File: config.mk
export PLATFORM = sky130hd
export DESIGN_NAME = mdec_regfile
export DESIGN_NICKNAME = d
export VERILOG_FILES = /design/src/rtl/mdec_pkg.sv /design/src/rtl/mdec_addr_decode.sv /design/src/rtl/mdec_glob_regs.sv /design/src/rtl/mdec_dec_slot.sv /design/src/rtl/mdec_regfile.sv
export SDC_FILE = /design/constraint.sdc
export NUM_CORES = 1
export LEC_CHECK = 0
export BUFFER_PORTS_ARGS = -buffer_cell sky130_fd_sc_hd__buf_2
export CORE_UTILIZATION = 60
export DETAILED_ROUTE_END_ITERATION = 10
export MAX_ROUTING_LAYER = met4
export PLACE_DENSITY = 0.88
export SYNTH_ARGS = -nofsm -noshare
export SYNTH_HDL_FRONTEND = slang
export SYNTH_SLANG_ARGS = --single-unit
File: constraint.sdc
create_clock -name clk -period 2 [get_ports clk]
set_input_delay 0.4 -clock clk [delete_from_list [all_inputs] [get_ports clk]]
set_output_delay 0.4 -clock clk [all_outputs]
set_load 0.05 [all_outputs]
File: src/rtl/mdec_pkg.sv
package mdec_pkg;

  // Register target selected by the address decoder
  typedef enum logic [3:0] {
    TGT_NONE,
    TGT_CAP,
    TGT_GCTRL,
    TGT_GSTAT,
    TGT_BLO,
    TGT_BHI,
    TGT_SLO,
    TGT_SHI,
    TGT_CTRL
  } tgt_e;

  // Per-decoder register group
  typedef struct packed {
    logic [31:0] base_lo;
    logic [31:0] base_hi;
    logic [31:0] size_lo;
    logic [31:0] size_hi;
    logic [31:0] ctrl;
  } dec_regs_t;

  // Write masks: ones mark stored bits
  localparam logic [31:0] GCTRL_WMASK = 32'h0000_0003;
  localparam logic [31:0] LOW_WMASK   = 32'hF000_0000;
  localparam logic [31:0] CTRL_WMASK  = 32'h0FFF_7BFF;

  // Control bit positions
  localparam int CTRL_LOCK   = 8;
  localparam int CTRL_COMMIT = 9;
  localparam int CTRL_DONE   = 10;

  // Global control enable bit
  localparam int GCTRL_EN = 1;

endpackage

File: src/rtl/mdec_addr_decode.sv
module mdec_addr_decode
  import mdec_pkg::*;
#(
  parameter int NUM_DEC = 2,
  parameter int ADDR_W  = 12,
  parameter int IDX_W   = 1
) (
  input  logic [ADDR_W-1:0] addr,
  input  logic [3:0]        be,
  output tgt_e              tgt,
  output logic [IDX_W-1:0]  idx,
  output logic              bad
);

  localparam int WA_W = ADDR_W - 2;
  localparam int GR_W = ADDR_W - 5;
  localparam logic [GR_W-1:0] GROUPS = GR_W'(NUM_DEC);

  logic [WA_W-1:0] woff;
  logic [GR_W-1:0] group;
  logic            low_page;
  logic            misaligned;

  // Word offset relative to the first decoder group (0x10 -> word 4)
  assign woff       = addr[ADDR_W-1:2] - WA_W'(4);
  assign group      = woff[WA_W-1:3];
  assign low_page   = (addr[ADDR_W-1:4] == '0);
  assign misaligned = (addr[1:0] != 2'b00) || (be != 4'hF);

  always_comb begin
    tgt = TGT_NONE;
    idx = '0;
    bad = 1'b0;
    if (misaligned) begin
      bad = 1'b1;
    end else if (low_page) begin
      case (addr[3:2])
        2'd0:    tgt = TGT_CAP;
        2'd1:    tgt = TGT_GCTRL;
        2'd2:    tgt = TGT_GSTAT;
        default: tgt = TGT_NONE;
      endcase
    end else if (group >= GROUPS) begin
      bad = 1'b1;
    end else begin
      idx = woff[3 +: IDX_W];
      case (woff[2:0])
        3'd0:    tgt = TGT_BLO;
        3'd1:    tgt = TGT_BHI;
        3'd2:    tgt = TGT_SLO;
        3'd3:    tgt = TGT_SHI;
        3'd4:    tgt = TGT_CTRL;
        default: tgt = TGT_NONE;
      endcase
    end
  end

endmodule

File: src/rtl/mdec_glob_regs.sv
module mdec_glob_regs
  import mdec_pkg::*;
#(
  parameter int NUM_DEC = 2
) (
  input  logic               clk,
  input  logic               rst_n,
  input  logic               wr_ok,
  input  tgt_e               tgt,
  input  logic [31:0]        wdata,
  input  logic [NUM_DEC-1:0] committed,
  output logic [31:0]        cap_word,
  output logic [31:0]        gctrl_word,
  output logic [31:0]        gstat_word
);

  logic [31:0] gctrl_q;
  logic [31:0] gctrl_d;
  logic        gctrl_en;

  // Capability: decoder count in [3:0], constant
  assign cap_word   = {28'd0, 4'(NUM_DEC)};
  assign gstat_word = 32'(committed);

  assign gctrl_en = wr_ok && (tgt == TGT_GCTRL);
  assign gctrl_d  = wdata & GCTRL_WMASK;

  always_ff @(posedge clk or negedge rst_n) begin
    if (!rst_n) begin
      gctrl_q <= '0;
    end else if (gctrl_en) begin
      gctrl_q <= gctrl_d;
    end
  end

  assign gctrl_word = gctrl_q;

endmodule

File: src/rtl/mdec_dec_slot.sv
module mdec_dec_slot
  import mdec_pkg::*;
(
  input  logic        clk,
  input  logic        rst_n,
  input  logic        wr_sel,
  input  tgt_e        tgt,
  input  logic [31:0] wdata,
  output dec_regs_t   regs,
  output logic        committed
);

  dec_regs_t cur;
  dec_regs_t nxt;
  logic      upd;

  // Lock freezes the whole group until reset
  assign upd = wr_sel && !cur.ctrl[CTRL_LOCK];

  always_comb begin
    nxt = cur;
    case (tgt)
      TGT_BLO: nxt.base_lo = wdata & LOW_WMASK;
      TGT_BHI: nxt.base_hi = wdata;
      TGT_SLO: nxt.size_lo = wdata & LOW_WMASK;
      TGT_SHI: nxt.size_hi = wdata;
      TGT_CTRL: begin
        nxt.ctrl            = wdata & CTRL_WMASK;
        nxt.ctrl[CTRL_DONE] = wdata[CTRL_COMMIT];
      end
      default: nxt = cur;
    endcase
  end

  always_ff @(posedge clk or negedge rst_n) begin
    if (!rst_n) begin
      cur <= '0;
    end else if (upd) begin
      cur <= nxt;
    end
  end

  assign regs      = cur;
  assign committed = cur.ctrl[CTRL_DONE];

endmodule

File: src/rtl/mdec_regfile.sv
module mdec_regfile
  import mdec_pkg::*;
#(
  parameter int NUM_DEC = 2,
  parameter int ADDR_W  = 12
) (
  input  logic               clk,
  input  logic               rst_n,
  input  logic               acc_rd,
  input  logic               acc_wr,
  input  logic [ADDR_W-1:0]  acc_addr,
  input  logic [3:0]         acc_be,
  input  logic [31:0]        acc_wdata,
  output logic [31:0]        rsp_rdata,
  output logic               rsp_err,
  output logic               dec_global_en,
  output logic [NUM_DEC-1:0] dec_committed
);

  localparam int IDX_W = (NUM_DEC > 1) ? $clog2(NUM_DEC) : 1;

  tgt_e             tgt;
  logic [IDX_W-1:0] idx;
  logic             dec_bad;
  logic             any_acc;
  logic             acc_bad;
  logic             wr_ok;
  logic             rd_ok;
  logic [31:0]      cap_word;
  logic [31:0]      gctrl_word;
  logic [31:0]      gstat_word;
  logic [31:0]      rd_val;
  logic [31:0]      rdata_d;
  logic             err_d;
  dec_regs_t        dregs [NUM_DEC];

  mdec_addr_decode #(
    .NUM_DEC (NUM_DEC),
    .ADDR_W  (ADDR_W),
    .IDX_W   (IDX_W)
  ) u_dec (
    .addr (acc_addr),
    .be   (acc_be),
    .tgt  (tgt),
    .idx  (idx),
    .bad  (dec_bad)
  );

  assign any_acc = acc_rd || acc_wr;
  assign acc_bad = dec_bad || (acc_rd && acc_wr);
  assign wr_ok   = acc_wr && !acc_bad;
  assign rd_ok   = acc_rd && !acc_bad;

  mdec_glob_regs #(
    .NUM_DEC (NUM_DEC)
  ) u_glob (
    .clk        (clk),
    .rst_n      (rst_n),
    .wr_ok      (wr_ok),
    .tgt        (tgt),
    .wdata      (acc_wdata),
    .committed  (dec_committed),
    .cap_word   (cap_word),
    .gctrl_word (gctrl_word),
    .gstat_word (gstat_word)
  );

  for (genvar g = 0; g < NUM_DEC; g++) begin : g_slot
    logic sel;
    assign sel = wr_ok && (idx == IDX_W'(g));
    mdec_dec_slot u_slot (
      .clk       (clk),
      .rst_n     (rst_n),
      .wr_sel    (sel),
      .tgt       (tgt),
      .wdata     (acc_wdata),
      .regs      (dregs[g]),
      .committed (dec_committed[g])
    );
  end

  // Read mux
  always_comb begin
    case (tgt)
      TGT_CAP:   rd_val = cap_word;
      TGT_GCTRL: rd_val = gctrl_word;
      TGT_GSTAT: rd_val = gstat_word;
      TGT_BLO:   rd_val = dregs[idx].base_lo;
      TGT_BHI:   rd_val = dregs[idx].base_hi;
      TGT_SLO:   rd_val = dregs[idx].size_lo;
      TGT_SHI:   rd_val = dregs[idx].size_hi;
      TGT_CTRL:  rd_val = dregs[idx].ctrl;
      default:   rd_val = '0;
    endcase
  end

  // Response next state
  always_comb begin
    err_d   = any_acc && acc_bad;
    rdata_d = rd_ok ? rd_val : '0;
  end

  always_ff @(posedge clk or negedge rst_n) begin
    if (!rst_n) begin
      rsp_err   <= 1'b0;
      rsp_rdata <= '0;
    end else begin
      rsp_err   <= err_d;
      rsp_rdata <= rdata_d;
    end
  end

  assign dec_global_en = gctrl_word[GCTRL_EN];

endmodule

======== After elaboration in Yosys (flattened, before gate mapping) ========
Index checks and enable logic that the tools add are counted.
word-level totals
  flip-flop bits (word level) ............. 233
  input port bits ......................... 52
  output and inout bits ................... 36
operators by class
  $add $sub $neg .......................... 1
  $lt $le $gt $ge ......................... 2
  equality and inequality tests ........... 15
  muxes and demuxes ....................... 16
  bitwise gates (word level) .............. 2
  reduce and logical (&&, ||, !) cells .... 29
operators with widths
  operator                                                                             count
  160-bit two-way mux                                                                  3
  32-bit one-hot mux with 8 select lines                                               1
  32-bit two-way mux                                                                   1
  4-bit one-hot mux with 5 select lines                                                1
  2-bit AND reduction                                                                  10
  4-bit by 3-bit == test with 1-bit output, second input constant                      4
  4-bit two-way mux                                                                    3
  10-bit by 3-bit subtractor with 10-bit output, second input constant                 1
  1-bit logical AND                                                                    9
  4-bit by 2-bit == test with 1-bit output, second input constant                      2
  8-bit zero test                                                                      1
  7-bit by 2-bit greater-or-equal comparator with 1-bit output, second input constant  1
  3-bit by 2-bit == test with 1-bit output, second input constant                      2
  1-bit two-way mux                                                                    6
  2-bit one-hot mux with 3 select lines                                                1
  4-bit by 1-bit == test with 1-bit output, second input constant                      1
  4-bit == test, second input constant                                                 1
  4-bit != test, second input constant                                                 1
  3-bit by 1-bit == test with 1-bit output, second input constant                      1
  3-bit == test, second input constant                                                 1
  1-bit zero test                                                                      3
  3-bit zero test                                                                      1
  1-bit logical OR                                                                     3
  2-bit by 1-bit == test with 1-bit output, second input constant                      1
  6 further kinds                                                                      6

======== Depth between registers and ports, before layout ========
Gate-level depths: netlist of the first run.
  depth in word-level cells ............... 11
  mapped depth ............................ 12
  depth with buffers taken out ............ 9

======== Hierarchy ========
A second synthesis of the first run with hierarchy kept.
unflattened totals
  cells, all modules ...................... 1213
  area total of the unflattened synthesis .. 15170.8 um^2
by module, submodules not included
  module            times used  cells each  area an instance (um^2)
  mdec_dec_slot     2           277         4347.9
  mdec_regfile      1           498         5232.5
  mdec_glob_regs    1           102         802.0
  mdec_addr_decode  1           59          440.4

======== Least setup slack after synthesis of the first run ========
No wires, ideal clock.
  path type ............................... input to register
  from .................................... in acc_addr[4]
  to ...................................... reg g_slot[0].u_slot.cur, in the netlist g_slot[0].u_slot.committed
  setup time .............................. 0.127 ns
  arrival time ............................ 2.812 ns
  data required time ...................... 1.873 ns
  setup slack ............................. -0.939 ns
  cell stages on the path ................. 11
  path buffers ............................ 2
  cells stage by stage .................... inv_1 > ha_1 > or3b_2 > nor2_2 > nor3_2 > a31oi_1 > or4b_1 > buf_4 > nor2_8 > buf_6 > mux2_1
on the way
  cells in the longest elaborated chain, start to end .. 11
  elaborated cells on any way between the ends .. 26
  those cells by class .................... add/sub (1); order compare (1); eq/ne (5); mux (10); bitwise (1); reduce/logical (8)
RTL lines
  element                                                       RTL line                source
  start: declaration                                            mdec_regfile.sv:11      input logic [ADDR_W-1:0] acc_addr,
  10-bit by 3-bit subtractor with 10-bit output                 mdec_addr_decode.sv:25  assign woff = addr[ADDR_W-1:2] - WA_W'(4);
  7-bit by 2-bit greater-or-equal comparator with 1-bit output  mdec_addr_decode.sv:43  end else if (group >= GROUPS) begin
  1-bit two-way mux                                             mdec_addr_decode.sv:43
  1-bit two-way mux                                             mdec_addr_decode.sv:36  end else if (low_page) begin
  1-bit two-way mux                                             mdec_addr_decode.sv:34  if (misaligned) begin
  1-bit logical OR                                              mdec_regfile.sv:50      assign acc_bad = dec_bad || (acc_rd && acc_wr);
  1-bit zero test                                               mdec_regfile.sv:51      assign wr_ok = acc_wr && !acc_bad;
  1-bit logical AND                                             mdec_regfile.sv:51
  1-bit logical AND                                             mdec_regfile.sv:70      assign sel = wr_ok && (idx == IDX_W'(g));
  1-bit logical AND                                             mdec_dec_slot.sv:18     assign upd = wr_sel && !cur.ctrl[CTRL_LOCK];
  2-bit AND reduction (no source line) *                        --
  end signal: assignment                                        mdec_dec_slot.sv:39     cur <= nxt;
  end: declaration                                              mdec_dec_slot.sv:13     dec_regs_t cur;
Mark *: on every way between the ends. The rest lies on a longest branch, timed or not.
A chain may end at the register's enable or synchronous reset.

======== Worst setup path in the final report of the first run ========
  from .................................... in acc_addr[9]
  to ...................................... reg rsp_rdata[16]
on the way
  cells in the longest elaborated chain, start to end .. 11
  elaborated cells on any way between the ends .. 29
  those cells by class .................... add/sub (1); order compare (1); eq/ne (8); mux (14); bitwise (1); reduce/logical (4)
RTL lines
  element                                                       RTL line                                                    source
  10-bit by 3-bit subtractor with 10-bit output                 mdec_addr_decode.sv:25
  7-bit by 2-bit greater-or-equal comparator with 1-bit output  mdec_addr_decode.sv:43
  1-bit two-way mux                                             mdec_addr_decode.sv:43
  1-bit two-way mux                                             mdec_addr_decode.sv:36
  1-bit two-way mux                                             mdec_addr_decode.sv:34
  1-bit NOT with 2-bit output (not written as such)             mdec_regfile.sv:89, mdec_regfile.sv:91, mdec_regfile.sv:92
  160-bit two-way mux (not written as such) (3 in series)       mdec_regfile.sv:92                                          TGT_CTRL: rd_val = dregs[idx].ctrl;
  32-bit one-hot mux with 8 select lines                        mdec_regfile.sv:84                                          case (tgt)
  32-bit two-way mux *                                          mdec_regfile.sv:100                                         rdata_d = rd_ok ? rd_val : '0;
  named net rdata_d[16]                                         mdec_regfile.sv:33                                          logic [31:0] rdata_d;
  end signal: assignment                                        mdec_regfile.sv:109                                         rsp_rdata <= rdata_d;
  end: declaration                                              mdec_regfile.sv:14                                          output logic [31:0] rsp_rdata,
Mark *: on every way through the listed nets, which the timed path passes. The rest lies on a longest branch. The select of a mux whose other input is x is not followed.

==> results_dict.tcl, run 1 <==
set metrics [dict create \
    status "complete, but fails checks" \
    violations "negative setup slack" \
    cts.sinks 231 \
    gp_congestion 0.864 \
    final.setup.worst_slack_ns -0.842 \
    yosys.area.top_type_share_pct 54.8 \
    coreArea_um2 17200 \
    dieArea_um2 18100 \
    area_delta_synth_final_pct 38.2 \
    dp_hpwl_um 16800 \
    layout-drive-gt1-share_pct 48.9 \
    path_max_fanout 40 \
    postRouteAntennaNets 0 \
    io_pins 88 \
    timing.rr.start "g_slot[0].u_slot.regs[8]" \
    regToRegSetupSlack_ns -0.10 \
    fp.dieW_um 135 \
    initial_core_util_pct 61.2 \
    syn_area_um2 10500 \
    worstPathCellList "buf_8 -> nor4_4 -> mux2i_2 -> o31ai_4 -> buf_4 -> nand3_4 -> buf_12 -> buf_6 -> nand2_1 -> a21oi_1 -> o31a_1" \
    syn-num-nets 936 \
    synth_edf_count 0 \
    fp-row-count 48 \
    final_cell_mix "dfrtp_1 (231), mux2_4 (193), nand2_1 (177)" \
    syn_inst 878 \
    cp.required_ns 2.46 \
    final_common_cell "dfrtp_1" \
    clk_pin_slew_worst_paths_ns 0.06 \
    port_buffers 87 \
    cts_buffers 24 \
    critPathLaunchType "primary input" \
    grt_use_total_pct 38.2 \
    hold_viol 0 \
    worst_slew_margin_rel_pct 57.4 \
    yosysWarnings 0 \
    post_drt_wl_per_cell_um 31.7 \
    vias 9092 \
    cp-end-kind "flop" \
    fp.dieH_um 135 \
    yosys.area.top_type "dfrtp_1" \
    drtIter0Drc 1133 \
    syn_area_per_cell_um2 12.0 \
    r2r-end "g_slot[0].u_slot.regs[38]" \
    reg2reg_depth 5 \
    via_per_inst 6.98 \
    hold_path.class "primary input to flop" \
    slew_violations 0 \
    crit_slowest_cell "a21oi_1" \
    cts_max_path_buffers 3 \
    setup_viol 231 \
    leakage_nw 6.78 \
    finalSetupTns_ns -140.65 \
    min_period_ns 2.84 \
    ys_ff_latch 231 \
    root_buffer "clkbuf_16" \
    fmaxAchievable_mhz 352 \
    rsz0062_at_grt "yes" \
    num-fill-cells 663 \
    wl_um 41300 \
    ys_types 51 \
    synth_top_cells_by_area "dfrtp_1 (55%), mux2_1 (14%), mux2_2 (7.0%)" \
    nets 1120 \
    antenna_found_initial 3 \
    grt_max_degree 56 \
    clk_latency_ns 0.53 \
    cts_htree_levels 1 \
    hp-start "acc_wdata[15]" \
    seq_area_frac_synth_pct 54.8 \
    grt_overflow 0 \
    firstDrtPassIters 6 \
    hold_depth 2 \
    drc 0 \
    critical_path_class "primary input to flop" \
    design_area_um2 14600 \
    clock_skew_ns 0.0214 \
    vdd_drop_max_uv 809 \
    hold_path_end "g_slot[0].u_slot.regs[47]" \
    grt_pass1_wl_um 51100 \
    fin_crit_sh_pct 142 \
    grt_pass1_vias 8953 \
    critPathMaxStageDelay_ns 0.53 \
    synthArstFlopShare_pct 100 \
    tightestPinTransition_ns 0.639 \
    synth_top_flop_cell "dfrtp_1" \
    p_per_area_nw_per_um2 686 \
    worstPathArrival_ns 3.30 \
    drv_cap 0 \
    placed_area_um2 12100 \
    p_total_mw 10.0 \
    cts_tree "yes" \
]
sequential cells by signal, indices dropped and copies added, names as in the netlist:
signal	count
rsp_rdata	32
rsp_err	1
g_slot.u_slot.committed	2
u_glob.gctrl_word	2
g_slot.u_slot.regs	194
power by group:
group / total (mW) / internal, mW / leakage [nW] / switching [mW]
sequential: 4.67 / 4.67 / 3.23 / 0.000668
clock: 4.88 / 2.90 / 0.408 / 1.97
combinational: 0.445 / 0.156 / 3.14 / 0.289
total: 10.0 / 7.73 / 6.78 / 2.26
kinds of logic after synthesis:
group | Yosys count | synth area share [%]
fa+ha+maj | 7 | 0.807
buf+inv | 59 | 3.32
flops | 231 | 54.8
mux | 209 | 22.2
simple gates | 229 | 10.5
compound gates | 143 | 8.39
cell type report:
type	instances	area (µm²)	share of cell area (%)
Sequential cell	231	5780	39.7
Clock buffer	35	733	5.03
Antenna cell	3	7.51	0.0515
Clock inverter	4	95.1	0.653
Timing Repair Buffer	213	2130	14.6
Tap cell	225	282	1.93
Inverter	4	40.0	0.275
Multi-Input combinational cell	588	5510	37.8
metrics by stage:
step | utilization (%) | hold WS, ns | setup WS [ns] | std cells
after floorplan | - | 0.104 | -0.706 | 878
after global placement | 70.2 | 0.343 | -0.990 | 1224
after detailed placement | 70.2 | 0.348 | -1.07 | 1224
after CTS | 79.3 | 0.167 | -0.407 | 1280
after global routing | 84.5 | 0.178 | -0.757 | 1303
final | 84.5 | 0.181 | -0.842 | 1303
worst max-delay path by stage:
stage | startpoint | end | slack, ns | cells past startpoint
CTS | acc_addr[8] | g_slot[0].u_slot.regs[120] | -0.41 | 9
detailed placement | acc_addr[4] | g_slot[0].u_slot.regs[110] | -1.07 | 11
finish | acc_addr[9] | rsp_rdata[16] | -0.84 | 11
global placement | acc_addr[4] | g_slot[0].u_slot.regs[106] | -0.99 | 11
global route | acc_addr[9] | rsp_rdata[16] | -0.76 | 11
floorplan | acc_addr[8] | g_slot[0].u_slot.regs[54] | -0.71 | 9
per-layer routing:
| layer | vias to the layer above | track usage (%) | wire, µm |
|---|---|---|---|
| met5 | - | - | 0 |
| met4 | 0 | 20.6 | 3360 |
| met3 | 313 | 6.94 | 4600 |
| met2 | 861 | 60.4 | 18800 |
| met1 | 4488 | 47.1 | 14400 |
| li1 | 3430 | - | - |
cells in the mapped netlist, types with 4 or more instances:
library cell / count
a21oi_1: 92
buf_2: 10
buf_4: 12
buf_6: 8
clkbuf_1: 23
dfrtp_1: 231
ha_1: 6
inv_1: 4
mux2_1: 130
mux2_2: 66
mux2i_1: 13
nand2_1: 180
nor2_1: 4
nor2_8: 6
o22ai_1: 6
o31a_1: 31
or3_1: 4
worst max-delay path, delay by kind of cell:
family / cells / cell delay (ns)
buffers and inverters: 4 / 0.80
multiplexers: 1 / 0.42
AO/OA/AOI/OAI: 3 / 0.99
AND/OR/NAND/NOR: 3 / 0.61
timing repair:
action	in CTS	in global routing
gates resized for setup	132	173
endpoints found under the setup margin	231	231
endpoints found under the hold margin	48	0
hold buffers	1	0
buffers inserted	13	18
pin swaps	31	22
cloned	3	10
(Power assumes the default switching activity.)
==> inputs of run 2 (changes only) <==
--- a/config.mk
+++ b/config.mk
@@ -5,7 +5,7 @@
 export SDC_FILE = /design/constraint.sdc
 export NUM_CORES = 1
 export LEC_CHECK = 0
-export BUFFER_PORTS_ARGS = -buffer_cell sky130_fd_sc_hd__buf_2
+export BUFFER_PORTS_ARGS = -buffer_cell sky130_fd_sc_hd__clkbuf_2
 export CORE_UTILIZATION = 60
 export DETAILED_ROUTE_END_ITERATION = 10
 export MAX_ROUTING_LAYER = met4
==> run 2 against run 1 <==
The flow still finishes with violations (negative setup slack). Sequential power about the same. Core utilization decreased by 2.0 points. Setup slack worse by 0.14 ns. Cell area fell by 2.4%. Sequential share of layout area increased by 0.97 points. Clock power shrank 5.7%.
==> results_dict.tcl, run 2 (synthesis results as in run 1) <==
set metrics [dict create \
    min_period_ns 2.98 \
    initial_core_util_pct 61.2 \
    gp_congestion 0.857 \
    drtIter0Drc 997 \
    coreArea_um2 17200 \
    crit_path_start "acc_addr[9]" \
    grt_max_degree 48 \
    hold_viol 0 \
    pre_cts_slack_ns -1.14 \
    clock_skew_ns 0.0317 \
    cts.sinks 231 \
    setup_viol 230 \
    grt_pass1_vias 8754 \
    num-fill-cells 718 \
    violations "negative setup slack" \
    p_total_mw 9.70 \
    layout-drive-gt1-share_pct 45.5 \
    antenna_cells 0 \
    hp-start "acc_wdata[10]" \
    grt_pass1_wl_um 48500 \
    area_delta_synth_final_pct 34.9 \
    cts_htree_levels 1 \
    regToRegSetupSlack_ns -0.23 \
    path_max_fanout 5 \
    antenna_found_initial 0 \
    worstPathArrival_ns 3.37 \
    final_common_cell "dfrtp_1" \
    via_per_inst 6.79 \
    clk_latency_ns 0.54 \
    largest_register_ffs 194 \
    cts_tree "yes" \
    drv_cap 0 \
    wl_um 36700 \
    hold_path_end "g_slot[0].u_slot.regs[42]" \
    leakage_nw 6.68 \
    clk_pin_slew_worst_paths_ns 0.07 \
    vias 8761 \
    postRouteAntennaNets 0 \
    final.setup.worst_slack_ns -0.978 \
    nets 1107 \
    status "complete, but fails checks" \
    fin_crit_sh_pct 149 \
    slew_violations 0 \
    tightestPinTransition_ns 0.706 \
    grt_overflow 0 \
    post_drt_wl_per_cell_um 28.4 \
    root_buffer "clkbuf_16" \
    dieArea_um2 18100 \
    worst_slew_margin_rel_pct 52.8 \
    cts_buffers 24 \
    cts_max_path_buffers 3 \
    fp.dieW_um 135 \
    hold_path.class "primary input to flop" \
    fp-row-count 48 \
    hold_depth 2 \
    p_per_area_nw_per_um2 682 \
    cp.required_ns 2.40 \
    critical_path_class "primary input to flop" \
    port_buffers 87 \
    drc 0 \
    fp.dieH_um 135 \
    rsz0062_at_grt "yes" \
    reg2reg_depth 5 \
    firstDrtPassIters 5 \
    grt_use_total_pct 36.3 \
    r2r-end "g_slot[0].u_slot.regs[32]" \
    final_cell_mix "dfrtp_1 (231), nand2_1 (179), mux2_4 (174)" \
    fmaxAchievable_mhz 336 \
    vdd_drop_max_uv 722 \
    whs_ns 0.174 \
    critPathLaunchType "primary input" \
    cp-end-kind "flop" \
    timing.rr.start "g_slot[0].u_slot.regs[8]" \
    dp_hpwl_um 16600 \
    io_pins 88 \
]
[run 2: area by class of cell]
type	count	area, µm²	share of cell area, %
Clock inverter	12	118	0.827
Tap cell	225	282	1.98
Timing Repair Buffer	200	1960	13.8
Sequential cell	231	5780	40.6
Inverter	4	40.0	0.281
Clock buffer	31	678	4.77
Multi-Input combinational cell	588	5370	37.7
[run 2: per-stage QoR]
| stage | instance area, µm² | TNS, ns | cells | utilization [%] |
|---|---|---|---|---|
| 4_1_cts | 13500 | -88.96 | 1277 | 78.3 |
| 3_3_place_gp | 12100 | -224.27 | 1220 | 70.4 |
| 6_report | 14200 | -153.54 | 1291 | 82.5 |
| 3_5_place_dp | 12100 | -240.19 | 1220 | 70.4 |
| 5_1_grt | 14200 | -159.48 | 1291 | 82.5 |
| 2_1_floorplan | 10900 | -144.92 | 878 | - |
[run 2: power breakdown]
part / total [mW] / switching (mW) / internal (mW)
logic: 0.426 / 0.272 / 0.154
registers: 4.67 / 0.000277 / 4.67
clock network: 4.60 / 1.95 / 2.65
total: 9.70 / 2.22 / 7.48
[run 2: how the worst max path moves through the flow]
| stage | endpoint | slack (ns) |
|---|---|---|
| floorplan | g_slot[0].u_slot.regs[54] | -0.71 |
| global placement | g_slot[0].u_slot.regs[92] | -1.06 |
| detailed placement | g_slot[0].u_slot.regs[92] | -1.14 |
| CTS | g_slot[1].u_slot.regs[114] | -0.49 |
| global route | g_slot[0].u_slot.regs[61] | -0.98 |
| finish | g_slot[0].u_slot.regs[32] | -0.98 |
[run 2: critical path, cell delays in order]
cell     delay (ns)
buf_8          0.10
nor4_4         0.41
buf_4          0.18
buf_4          0.11
nand3_1        0.06
a21oi_1        0.55
buf_4          0.27
nand2_4        0.06
or2_4          0.29
buf_12         0.16
nor2_8         0.22
buf_4          0.18
mux2_2         0.36
[run 2: timing repair]
action / in CTS / in global routing
gates resized for setup: 88 / 148
hold buffers: 1 / 0
setup buffers: 9 / 13
setup endpoints to repair: 231 / 231
endpoints found under the hold margin: 39 / 0
cloned: 4 / 6
pin swaps: 26 / 18
[run 2: per-layer routing]
metal,vias up,wire length (µm),global-route usage [%]
met5,-,0,-
met4,0,2770,19.9
met3,251,3450,6.16
met2,691,17400,59.3
met1,4412,13000,43.2
li1,3407,-,-
